$ cat src/rtl/etm_pkg.sv
package etm_pkg;
   typedef enum logic [1:0] {
      ETM_SEL_NONE = 2'd0,
      ETM_SEL_TRIG = 2'd1,
      ETM_SEL_STAT = 2'd2
   } etm_sel_e;
endpackage

$ cat src/rtl/etm_addr_dec.sv
module etm_addr_dec
   import etm_pkg::*;
#(
   parameter int ADDR_W      = 4,
   parameter int TRIG_OFS    = 0,
   parameter int STAT_OFS    = 4,
   parameter bit FULL_DECODE = 1'b1
) (
   input  logic              wr,
   input  logic [ADDR_W-1:0] waddr,
   input  logic [ADDR_W-1:0] raddr,
   output logic              trig_wr,
   output logic              stat_wr,
   output etm_sel_e          rsel
);
   localparam int WORD_LSB = 2;
   localparam logic [ADDR_W-1:0] TRIG_A = ADDR_W'(TRIG_OFS);
   localparam logic [ADDR_W-1:0] STAT_A = ADDR_W'(STAT_OFS);

   logic w_is_trig, w_is_stat, r_is_trig, r_is_stat;

   if (FULL_DECODE) begin : g_full
      assign w_is_trig = (waddr == TRIG_A);
      assign w_is_stat = (waddr == STAT_A);
      assign r_is_trig = (raddr == TRIG_A);
      assign r_is_stat = (raddr == STAT_A);
   end else begin : g_word
      logic unused_low_bits;
      assign unused_low_bits = ^{waddr[WORD_LSB-1:0], raddr[WORD_LSB-1:0]};
      assign w_is_trig = (waddr[ADDR_W-1:WORD_LSB] == TRIG_A[ADDR_W-1:WORD_LSB]);
      assign w_is_stat = (waddr[ADDR_W-1:WORD_LSB] == STAT_A[ADDR_W-1:WORD_LSB]);
      assign r_is_trig = (raddr[ADDR_W-1:WORD_LSB] == TRIG_A[ADDR_W-1:WORD_LSB]);
      assign r_is_stat = (raddr[ADDR_W-1:WORD_LSB] == STAT_A[ADDR_W-1:WORD_LSB]);
   end

   assign trig_wr = wr & w_is_trig;
   assign stat_wr = wr & w_is_stat;

   always_comb begin
      if (r_is_trig)      rsel = ETM_SEL_TRIG;
      else if (r_is_stat) rsel = ETM_SEL_STAT;
      else                rsel = ETM_SEL_NONE;
   end
endmodule

$ cat src/rtl/etm_ctrl_regs.sv
module etm_ctrl_regs #(
   parameter int DATA_W  = 32,
   parameter int CNT_W   = 29,
   parameter int EN_BIT  = 31,
   parameter int PER_BIT = 30,
   parameter int CLR_BIT = 30
) (
   input  logic              clk,
   input  logic              rst_n,
   input  logic              trig_wr,
   input  logic              stat_wr,
   input  logic [DATA_W-1:0] wdata,
   input  logic              expire,
   output logic              run,
   output logic              periodic,
   output logic [CNT_W-1:0]  load,
   output logic              pending
);
   logic unused_wdata;
   assign unused_wdata = ^wdata;

   logic clr_req;
   assign clr_req = stat_wr & wdata[CLR_BIT];

   always_ff @(posedge clk) begin
      if (!rst_n) begin
         run      <= 1'b0;
         periodic <= 1'b0;
         load     <= '0;
      end else if (trig_wr) begin
         run      <= wdata[EN_BIT];
         periodic <= wdata[PER_BIT];
         load     <= wdata[CNT_W-1:0];
      end else if (expire && !periodic) begin
         run      <= 1'b0;
      end
   end

   always_ff @(posedge clk) begin
      if (!rst_n)       pending <= 1'b0;
      else if (expire)  pending <= 1'b1;
      else if (clr_req) pending <= 1'b0;
   end
endmodule

$ cat src/rtl/etm_down_cnt.sv
module etm_down_cnt #(
   parameter int CNT_W = 29
) (
   input  logic             clk,
   input  logic             rst_n,
   input  logic             load_now,
   input  logic [CNT_W-1:0] load_val,
   input  logic [CNT_W-1:0] reload_val,
   input  logic             run,
   input  logic             periodic,
   input  logic             tick,
   output logic [CNT_W-1:0] cnt,
   output logic             expire
);
   localparam logic [CNT_W-1:0] ONE = CNT_W'(1);

   logic at_zero;
   assign at_zero = (cnt == '0);
   assign expire  = run & tick & ~load_now & at_zero;

   always_ff @(posedge clk) begin
      if (!rst_n)             cnt <= '0;
      else if (load_now)      cnt <= load_val;
      else if (run && tick) begin
         if (at_zero)         cnt <= periodic ? reload_val : '0;
         else                 cnt <= cnt - ONE;
      end
   end
endmodule

$ cat src/rtl/etm_event_timer.sv
module etm_event_timer
   import etm_pkg::*;
#(
   parameter int DATA_W      = 32,
   parameter int ADDR_W      = 4,
   parameter int CNT_W       = 29,
   parameter int EN_BIT      = 31,
   parameter int PER_BIT     = 30,
   parameter int CLR_BIT     = 30,
   parameter int PEND_BIT    = 30,
   parameter int TRIG_OFS    = 0,
   parameter int STAT_OFS    = 4,
   parameter bit FULL_DECODE = 1'b1
) (
   input  logic              clk,
   input  logic              rst_n,
   input  logic              tick,
   input  logic              bus_wr,
   input  logic [ADDR_W-1:0] bus_addr,
   input  logic [DATA_W-1:0] bus_wdata,
   input  logic [ADDR_W-1:0] bus_raddr,
   output logic [DATA_W-1:0] bus_rdata,
   output logic              irq
);
   if (CNT_W < 1 || CNT_W >= DATA_W) begin : g_bad_cnt
      $error("CNT_W must lie in 1..DATA_W-1");
   end
   if (EN_BIT < CNT_W || PER_BIT < CNT_W || EN_BIT == PER_BIT ||
       EN_BIT >= DATA_W || PER_BIT >= DATA_W) begin : g_bad_ctl
      $error("control bits must be distinct and above the load field");
   end
   if (PEND_BIT < CNT_W || PEND_BIT >= DATA_W || CLR_BIT >= DATA_W) begin : g_bad_stat
      $error("status bits out of range");
   end
   if (ADDR_W < 3 || TRIG_OFS == STAT_OFS) begin : g_bad_addr
      $error("address map needs ADDR_W >= 3 and distinct offsets");
   end

   logic             trig_wr, clr_wr, expire;
   logic             cfg_en, cfg_per, pend_q;
   logic [CNT_W-1:0] cfg_load, cnt_q;
   etm_sel_e         rsel;

   etm_addr_dec #(
      .ADDR_W(ADDR_W), .TRIG_OFS(TRIG_OFS), .STAT_OFS(STAT_OFS),
      .FULL_DECODE(FULL_DECODE)
   ) u_dec (
      .wr(bus_wr), .waddr(bus_addr), .raddr(bus_raddr),
      .trig_wr(trig_wr), .stat_wr(clr_wr), .rsel(rsel)
   );

   etm_ctrl_regs #(
      .DATA_W(DATA_W), .CNT_W(CNT_W), .EN_BIT(EN_BIT),
      .PER_BIT(PER_BIT), .CLR_BIT(CLR_BIT)
   ) u_regs (
      .clk(clk), .rst_n(rst_n), .trig_wr(trig_wr), .stat_wr(clr_wr),
      .wdata(bus_wdata), .expire(expire), .run(cfg_en),
      .periodic(cfg_per), .load(cfg_load), .pending(pend_q)
   );

   etm_down_cnt #(.CNT_W(CNT_W)) u_cnt (
      .clk(clk), .rst_n(rst_n), .load_now(trig_wr),
      .load_val(bus_wdata[CNT_W-1:0]), .reload_val(cfg_load),
      .run(cfg_en), .periodic(cfg_per), .tick(tick),
      .cnt(cnt_q), .expire(expire)
   );

   always_comb begin
      bus_rdata = '0;
      unique case (rsel)
         ETM_SEL_TRIG: begin
            bus_rdata[EN_BIT]      = cfg_en;
            bus_rdata[PER_BIT]     = cfg_per;
            bus_rdata[CNT_W-1:0]   = cfg_load;
         end
         ETM_SEL_STAT: begin
            bus_rdata[PEND_BIT]    = pend_q;
            bus_rdata[CNT_W-1:0]   = cnt_q;
         end
         default: bus_rdata = '0;
      endcase
   end

   assign irq = pend_q;
endmodule

$ cat config.mk
export PLATFORM = sky130hd
export DESIGN_NAME = etm_event_timer
export DESIGN_NICKNAME = d
export VERILOG_FILES = /design/src/rtl/etm_pkg.sv /design/src/rtl/etm_addr_dec.sv /design/src/rtl/etm_ctrl_regs.sv /design/src/rtl/etm_down_cnt.sv /design/src/rtl/etm_event_timer.sv
export SDC_FILE = /design/constraint.sdc
export NUM_CORES = 1
export LEC_CHECK = 0
export BUFFER_PORTS_ARGS = -buffer_cell sky130_fd_sc_hd__buf_2
export CAP_MARGIN = 40
export CORE_ASPECT_RATIO = 0.75
export CORE_UTILIZATION = 51
export DETAILED_ROUTE_END_ITERATION = 6
export PLACE_DENSITY = 0.76
export REMOVE_ABC_BUFFERS = 1
export SYNTH_ARGS = -nofsm -noshare
export SYNTH_HDL_FRONTEND = slang
export SYNTH_SLANG_ARGS = --single-unit
$ cat constraint.sdc
create_clock -name clk -period 4.3 [get_ports clk]
set_input_delay 0.43 -clock clk [delete_from_list [all_inputs] [get_ports clk]]
set_output_delay 0.43 -clock clk [all_outputs]
set_load 0.01 [all_outputs]
==> results.toml, run 1 <==
[status]
outcome = "finished clean"

[synth]
synth_top_area_cell = "dfxtp_1"
async_flop_share_pct = 0
synth-edff-count = 0
synth_flop_cell = "dfxtp_1"
synth_area_um2 = 3490
yosys_warnings = 0
syn_area_per_cell_um2 = 7.39
synth_cells = 473
synth.area.top_cells = "dfxtp_1, a21oi_1, nand2_1"
ys_top_cells_by_count = "nand2_1, a21oi_1, dfxtp_1"
ys_ff_latch = 61
synth_most_common_cell = "nand2_1"
post_synth_num_cell_types = 58
synth_top_area_share_pct = 34.9
ys_seq_area_share_pct = 34.9

[global_route]
grt_start_max_net_pins = 38
gr-usage-all-layers_pct = 30.9
grt_pass1_vias = 3467
grt_first_pass_wirelength_mm = 17.5
gr-total-overflow = 0
antenna_found_initial = 0

[cts]
clk_pin_slew_ns = 0.07
cts_setup_buffers = 0
cts_tree = "yes"
clockRootBuffer = "clkbuf_8"
clock-sinks = 61
cts_made_buffers = 9
clk_latency_ns = 0.35
ctsHoldBuffers = 0
cts.path.max_buffers = 2
cts_htree_levels = 3
ctsResizeCount = 0

[job]
max_cap_viol_count = 0

[worst_setup_path]
critPathMaxFanout = 12
cp-start-kind = "register"
crit_type = "register to register"
r2r-start = "u_cnt.cnt[0]"
rrSetupSlack_ns = 1.33
r2r.worst_path.cells = 9
cp-end-kind = "register"
cp.required_ns = 4.52
worst_ep_arrival_time_ns = 3.19
timing.rr.end = "u_cnt.cnt[28]"
setup.worst_path.start = "u_cnt.cnt[0]"

[detailed_routing]
num_vias = 3906
first_pass_iters = 7
drc = 0
postRouteAntennaNets = 0
vias_per_cell = 6.33
drt-initial-drc-count = 334
avgRoutedWirePerCell_um = 17.5
drt_wl_total_mm = 10.8

[pwr]
powerDensity_nw_per_um2 = 335
irDropWorstVdd_mv = 0.304
power_leakage_uw = 0.00174

[timing]
worstMarginPinSlew_ns = 0.726
rsz0062_at_grt = "no"
timing.hold.ws_ns = 0.322
tns_ns = 0
clock_skew_ns = 0.00752
setup_viol = 0
period_share_pct = 69.0
setup_slack_ns = 1.33
hold_viol_final = 0
slew_violations = 0
fin_crit_ns = 2.97
slew_headroom_pct = 51.2
fmax_ghz = 0.337

[floorplanning]
num_rows = 25
die_y_um = 73.7
start_util_pct = 54.2
coreArea_um2 = 6440
dieArea_um2 = 7190
die_x_um = 97.6
io_pins = 77

[layout]
post_route_cells_drive_above_1_share_pct = 21.1
seqCellArea_um2 = 1220
multi_input_area_um2 = 2130
antennaDiodeCount = 0
syn2layout_area_growth_pct = 17.9
nNetsFinal = 576
n_fill_cell = 598

[placed_design]
portBuffers = 74
gp_congestion = 0.960
dp_hpwl_mm = 7.06
place_ws_ns = 1.48

[hold_path]
hold_depth = 3
worst_hold_path.endpoint = "u_regs.load[9]"
hold_path_class = "input port to register"
min_from = "bus_wdata[9]"
[logic make-up after synthesis]
kind of cell             Yosys count  share of synthesized area, %
AO/OA/AOI/OAI                    166                          30.0
other                              1                         0.107
buffers and inverters             42                          4.76
XOR/XNOR                          11                          2.76
flip-flops                        61                          34.9
adder cells (fa/ha/maj)            1                         0.358
multiplexers                       5                          1.47
AND/OR/NAND/NOR                  186                          25.6
[cell usage in the layout (no fill, tap or decap), types with 10 or more instances in the layout]
cell type / n
nand2_1: 86
buf_2: 74
a21oi_1: 65
dfxtp_1: 61
o21ai_0: 33
a22o_1: 29
nor2_1: 28
nor3_1: 17
clkbuf_8: 12
nand3_1: 10
[where the power goes]
group	internal, uW	switching (uW)
registers	575	14.0
logic	97.0	152
clock network	312	231
total	984	397
[critical path, cell delays in order, from the launching register on]
cell,delay [ns]
dfxtp_1,0.36
inv_1,0.11
ha_1,0.22
or3b_2,0.55
nor4_1,0.30
buf_4,0.23
or3b_4,0.40
or3_1,0.35
a32oi_1,0.23
a21oi_1,0.09
[area by class of cell]
cell class,instances,share of cell area [%]
clock buffer,12,4.01
clock inverter,4,1.09
inverter,6,0.547
multi-input combinational,370,51.7
sequential,61,29.6
tap,81,2.46
timing repair buffer,83,10.6
[metrics by stage]
stage / power, uW / cells / cell area, um2 / util (%)
after detailed placement: 843 / 600 / 3910 / 60.6
after floorplan: 757 / 437 / 3350 / -
after CTS: 1380 / 616 / 4120 / 63.9
after global placement: 836 / 600 / 3910 / 60.6
after global routing: 1440 / 617 / 4120 / 63.9
final: 1380 / 617 / 4120 / 63.9
[layer usage]
layer | share of wire, % | track usage [%] | vias to the layer above
li1 | - | - | 1844
met1 | 44 | 42.4 | 1822
met2 | 44 | 47.4 | 212
met3 | 9.9 | 8.85 | 28
met4 | 2.0 | 9.64 | 0
met5 | 0 | 0 | -
[worst max-delay path by stage]
stage | to | slack, ns
floorplan | bus_rdata[13] | 0.54
global placement | u_cnt.cnt[28] | 1.49
detailed placement | u_cnt.cnt[28] | 1.48
CTS | u_cnt.cnt[28] | 1.38
global route | u_cnt.cnt[28] | 1.24
finish | u_cnt.cnt[28] | 1.33
[registers in the layout, indices dropped and copies added, names as in the netlist]
signal / flops
u_regs.load: 29
u_regs.run: 1
u_cnt.cnt: 29
u_regs.periodic: 1
u_regs.pending: 1
No activity file was read; power rests on OpenSTA's default activity.
==> inputs of run 2 (changes only) <==
--- a/config.mk
+++ b/config.mk
@@ -5,12 +5,13 @@
 export SDC_FILE = /design/constraint.sdc
 export NUM_CORES = 1
 export LEC_CHECK = 0
+export ABC_AREA = 1
 export BUFFER_PORTS_ARGS = -buffer_cell sky130_fd_sc_hd__buf_2
 export CAP_MARGIN = 40
 export CORE_ASPECT_RATIO = 0.75
 export CORE_UTILIZATION = 51
 export DETAILED_ROUTE_END_ITERATION = 6
-export PLACE_DENSITY = 0.76
+export PLACE_DENSITY = 0.74
 export REMOVE_ABC_BUFFERS = 1
 export SYNTH_ARGS = -nofsm -noshare
 export SYNTH_HDL_FRONTEND = slang
==> constraint.sdc (replaced) <==
create_clock -name clk -period 2.9 [get_ports clk]
set_input_delay 0.29 -clock clk [delete_from_list [all_inputs] [get_ports clk]]
set_output_delay 0.29 -clock clk [all_outputs]
set_load 0.01 [all_outputs]
==> run 2 against run 1 <==
Net effect:
- largest power group unchanged
- die area grew 19%
- maximum frequency grew 30%
- via count grew 16%
- count of clock-buffer cells in the layout shrank 1
- register-to-register slack lost 0.72 ns
- hold slack lost 0.13 ns
- setup slack lost 0.72 ns
- critical path type unchanged
- clock skew grew 0.0015 ns
- synthesized cell count grew 47%
- core utilization shrank 3.4 points
==> results.toml, run 2 <==
[pwr]
irDropWorstVdd_mv = 0.233
switching_share_pct = 32.9
p_seq_share_pct = 38.4
switching_power_uw = 749
comb_power_share_pct = 25.4
power_uw = 2280
power_leakage_uw = 0.00247
power.share.clock_pct = 36.2
internal-power_uw = 1530
powerDensity_nw_per_um2 = 475

[global_route]
antenna_found_initial = 0
gr-total-overflow = 0
grt_pass1_vias = 3879
grt_first_pass_wirelength_mm = 19.2
grt_start_max_net_pins = 58
gr-usage-all-layers_pct = 28.4

[detailed_routing]
postRouteAntennaNets = 0
first_pass_iters = 5
drt_wl_total_mm = 11.7
drc = 0
drt-initial-drc-count = 310
num_vias = 4529
avgRoutedWirePerCell_um = 13.6
vias_per_cell = 5.25

[timing]
timing.hold.ws_ns = 0.193
tns_ns = 0
hold_viol_final = 0
fin_crit_ns = 2.29
worstMarginPinSlew_ns = 0.591
slew_headroom_pct = 60.5
setup_viol = 0
rsz0062_at_grt = "no"
slew_violations = 0
clock_skew_ns = 0.00897
fmax_ghz = 0.437
period_share_pct = 78.9

[hold_path]
hold_path_class = "input port to register"

[worst_setup_path]
slowest_delay_ns = 0.36
setup.worst_path.start = "u_cnt.cnt[0]"
crit_type = "register to register"
cp.required_ns = 3.19
timing.rr.end = "u_cnt.cnt[22]"
rrSetupSlack_ns = 0.61
cp-end-kind = "register"
path_depth = 12
crit_path_end = "u_cnt.cnt[22]"
cp-start-kind = "register"
critical_path_buf_inv_count = 3
critPathTopFamily = "simple AND/OR/NAND/NOR gates"
worst_ep_arrival_time_ns = 2.58
critPathMaxFanout = 11
critPathSlowestCell = "nand3_2"
r2r-start = "u_cnt.cnt[0]"
r2r.worst_path.cells = 12
path_cells = "inv_1 -> ha_1 -> nand2_4 -> nor2_8 -> nand3_4 -> nor2_4 -> nand3_2 -> inv_2 -> nand2_1 -> nand3b_1 -> nand2_1 -> inv_1"

[placed_design]
gp_congestion = 0.900
placedCellCount = 846
dp_hpwl_mm = 8.01
portBuffers = 74

[layout]
final_common_cell = "nand2_1"
reg_top3 = "u_cnt.cnt: 29 flops, u_regs.load: 29 flops"
seqCellArea_um2 = 1220
layout_common_cells = "nand2_1, inv_1, buf_2"
n_fill_cell = 794
antennaDiodeCount = 0
multi_input_area_um2 = 2440
syn2layout_area_growth_pct = 14.6
nNetsFinal = 797
post_route_cells_drive_above_1_share_pct = 17.8
instances_no_fill = 862

[floorplanning]
num_rows = 28
io_pins = 77
die_x_um = 107
coreArea_um2 = 7920
die_y_um = 80.4
start_util_pct = 52.8
dieArea_um2 = 8570

[status]
outcome = "finished clean"

[synth]
syn_area_per_cell_um2 = 6.04
synth-edff-count = 0
synth_area_um2 = 4180
synth_most_common_cell = "nand2_1"
ys_top_cells_by_count = "nand2_1, inv_1, nor2_1"
synth_top_area_cell = "dfxtp_1"
yosys_warnings = 0
synth_cells = 693
ys_ff_latch = 61
synth_flop_cell = "dfxtp_1"
ys_seq_area_share_pct = 29.2
post_synth_num_cell_types = 37
async_flop_share_pct = 0
synth.area.top_cells = "dfxtp_1, nand2_1, inv_1"
synth_top_area_share_pct = 29.2

[cts]
clock-sinks = 61
cts_setup_buffers = 0
clockRootBuffer = "clkbuf_8"
clk_pin_slew_ns = 0.07
clk_latency_ns = 0.34
cts.path.max_buffers = 2
ctsResizeCount = 0
cts_made_buffers = 9
cts_tree = "yes"
ctsHoldBuffers = 0
cts_htree_levels = 3

[job]
max_cap_viol_count = 0
## run 2: worst register-to-register path, stage by stage, from the launching register on
cell,delay (ns)
dfxtp_1,0.31
inv_1,0.13
ha_1,0.35
nand2_4,0.12
nor2_8,0.18
nand3_4,0.10
nor2_4,0.16
nand3_2,0.36
inv_2,0.27
nand2_1,0.08
nand3b_1,0.09
nand2_1,0.05
inv_1,0.04
## run 2: logic make-up (layout without fill, tap and decap cells)
kind of cell / count (synthesis) / in the layout / synth area share [%]
other: 1 / 1 / 0.0897
buffers and inverters: 130 / 194 / 12.6
xor gates and xnor gates: 15 / 15 / 3.14
and+or+nand+nor: 380 / 380 / 40.7
DFF: 61 / 61 / 29.2
AOI/OAI and AO/OA: 105 / 105 / 14.0
adders and majority gates: 1 / 1 / 0.299
## run 2: worst min-delay path by stage
stage,from,to,slack (ns),cells after the start
CTS,bus_wdata[31],u_regs.run,0.18,3
floorplan,rst_n,u_regs.pending,0.39,2
finish,bus_wdata[31],u_regs.run,0.19,3
global placement,u_regs.load[7],u_regs.load[7],0.47,2
global route,bus_wdata[31],u_regs.run,0.20,3
detailed placement,u_regs.load[4],u_regs.load[4],0.47,2
## run 2: final cells by class
type	count	share of cell area, %
multi-input cells	502	50.9
flip-flops and latches	61	25.5
repair buffers	83	9.13
inverters	95	7.44
clock buffers	11	2.74
well taps	105	2.74
clock inverters	5	1.57
## run 2: metal layers
metal | wire length, um | track usage [%]
met5 | 0 | 0
met1 | 5800 | 40.7
met4 | 99 | 6.99
met3 | 795 | 4.63
met2 | 5040 | 44.2
## run 2: per-stage QoR
step	cell area [um2]	utilization, %	setup slack, ns
final	4790	60.6	0.611
after global routing	4790	60.6	0.411
after CTS	4790	60.6	0.612
after detailed placement	4590	57.9	0.636
after global placement	4590	57.9	0.712
after floorplan	4010	-	-0.113
## run 2: power groups by stage
stage          Sequential [uW]  Combinational [uW]  Clock [uW]
5_1_grt                    876                 660         871
6_report                   874                 578         825
4_1_cts                    873                 577         832
3_5_place_dp               892                 573           0
3_3_place_gp               892                 562           0
2_1_floorplan              887                 411           0
==> inputs of run 3 (changes only) <==
==> constraint.sdc (replaced) <==
create_clock -name clk -period 2.2 [get_ports clk]
set_input_delay 0.22 -clock clk [delete_from_list [all_inputs] [get_ports clk]]
set_output_delay 0.22 -clock clk [all_outputs]
set_load 0.01 [all_outputs]
==> run 3 against run 2 <==
Net effect:
- total power up 40%
- clock skew about the same
- hold slack worse by 0.066 ns
- non-clock buffer count up 9
- via count up 2.4%
- sequential share of layout area down 0.65 points
- final area up 2.6%
- critical path type unchanged
==> results.toml, run 3 (synthesized netlist as in run 2, its figures left out) <==
[pwr]
power_uw = 3180
internal-power_uw = 2180
switching_power_uw = 993
powerDensity_nw_per_um2 = 646
switching_share_pct = 31.3
power.share.clock_pct = 38.9
irDropWorstVdd_mv = 0.350
power_leakage_uw = 0.00254
p_seq_share_pct = 36.2
comb_power_share_pct = 24.9

[cts]
clk_latency_ns = 0.35
cts_setup_buffers = 0
cts.path.max_buffers = 2
clockRootBuffer = "clkbuf_8"
cts_htree_levels = 3
cts_made_buffers = 9
clock-sinks = 61
ctsResizeCount = 0
clk_pin_slew_ns = 0.07
cts_tree = "yes"
ctsHoldBuffers = 0

[timing]
clock_skew_ns = 0.00867
period_share_pct = 90.7
rsz0062_at_grt = "no"
hold_viol_final = 0
fin_crit_ns = 2.00
setup_slack_ns = 0.205
setup_viol = 0
tns_ns = 0
fmax_ghz = 0.501
slew_violations = 0

[floorplanning]
coreArea_um2 = 7920
die_x_um = 107
io_pins = 77
die_y_um = 80.4
dieArea_um2 = 8570
num_rows = 28
start_util_pct = 52.8

[global_route]
grt_first_pass_wirelength_mm = 20.1
grt_start_max_net_pins = 58
gr-usage-all-layers_pct = 29.6
antenna_found_initial = 0
grt_pass1_vias = 4175
gr-total-overflow = 0

[layout]
reg_top3 = "u_cnt.cnt: 29 flops, u_regs.load: 29 flops"
antennaDiodeCount = 0
post_route_cells_drive_above_1_share_pct = 18.8
nNetsFinal = 806
fin_area_um2 = 4920
layout_common_cells = "nand2_1, inv_1, buf_2"
final_common_cell = "nand2_1"
n_fill_cell = 824
fin_util_pct = 62.2
syn2layout_area_growth_pct = 17.6

[hold_path]
min_from = "bus_wdata[31]"
hold_depth = 3
hold_path_class = "input port to register"
worst_hold_path.endpoint = "u_regs.run"

[detailed_routing]
drc = 0
first_pass_iters = 6
avgRoutedWirePerCell_um = 13.8
drt-initial-drc-count = 448
num_vias = 4639
vias_per_cell = 5.33
drt_wl_total_mm = 12.0
postRouteAntennaNets = 0

[worst_setup_path]
cp-end-kind = "register"
crit_type = "register to register"
r2r-start = "u_cnt.cnt[1]"
cp-start-kind = "register"
timing.rr.end = "u_cnt.cnt[11]"
setup.worst_path.start = "u_cnt.cnt[1]"
rrSetupSlack_ns = 0.20
cp.required_ns = 2.45
worst_ep_arrival_time_ns = 2.25
critPathMaxFanout = 8
r2r.worst_path.cells = 14

[status]
outcome = "finished clean"

[placed_design]
gp_congestion = 0.925
place_ws_ns = 0.258
dp_hpwl_mm = 8.37
portBuffers = 74
dpl-instance-area_um2 = 4680

[job]
max_cap_viol_count = 0
## run 3: cell count changes in the layout (fill, tap and decap cells not counted)
| cell | change |
|---|---|
| clkbuf_8 | +1 |
| bufinv_16 | +1 |
| buf_4 | +7 |
| buf_12 | +2 |
| clkinv_2 | -2 |
## run 3: final cells by class
class                      count  area (um2)  area share (%)
clock buffer                  12         145            2.95
multi-input combinational    502        2440            49.6
sequential                    61        1220            24.8
timing repair buffer          92         531            10.8
clock inverter                 4        95.1            1.93
inverter                      95         357            7.25
tap                          105         131            2.67
## run 3: worst max-delay path, stage by stage, from the launching register on
cell and delay, ns:
dfxtp_1 0.31, inv_1 0.10, ha_1 0.24, nand2_4 0.10
nor2_8 0.18, nand3_4 0.10, nor2_4 0.13, buf_4 0.14
nand2_2 0.08, nand2_4 0.13, inv_2 0.11, nand2_1 0.08
nand3b_1 0.07, nand2_1 0.07, inv_1 0.04
## run 3: worst max-delay path by stage
stage / end / slack, ns / cells after the start
finish: u_cnt.cnt[11] / 0.20 / 14
global route: u_cnt.cnt[11] / 0.07 / 14
detailed placement: u_cnt.cnt[1] / 0.26 / 14
CTS: u_cnt.cnt[11] / 0.21 / 14
global placement: u_cnt.cnt[20] / 0.32 / 14
floorplan: u_cnt.cnt[17] / -0.74 / 10
## run 3: layer usage
| layer | wire [um] | global-route usage, % | part of all wire [%] |
|---|---|---|---|
| met1 | 5700 | 40.4 | 47 |
| met2 | 5310 | 47.5 | 44 |
| met3 | 829 | 4.95 | 6.9 |
| met4 | 161 | 9.32 | 1.3 |
| met5 | 0 | 0 | 0 |
## run 3: stage by stage
stage,instances,hold WS [ns]
finish,871,0.127
global route,871,0.126
CTS,871,0.110
global placement,855,0.465
floorplan,658,0.318
detailed placement,855,0.467
## run 3: power groups by stage
stage	combinational, uW	sequential [uW]	clock [uW]
floorplan	541	1170	0
global placement	761	1170	0
detailed placement	777	1170	0
CTS	786	1150	1250
global route	893	1150	1300
finish	792	1150	1230
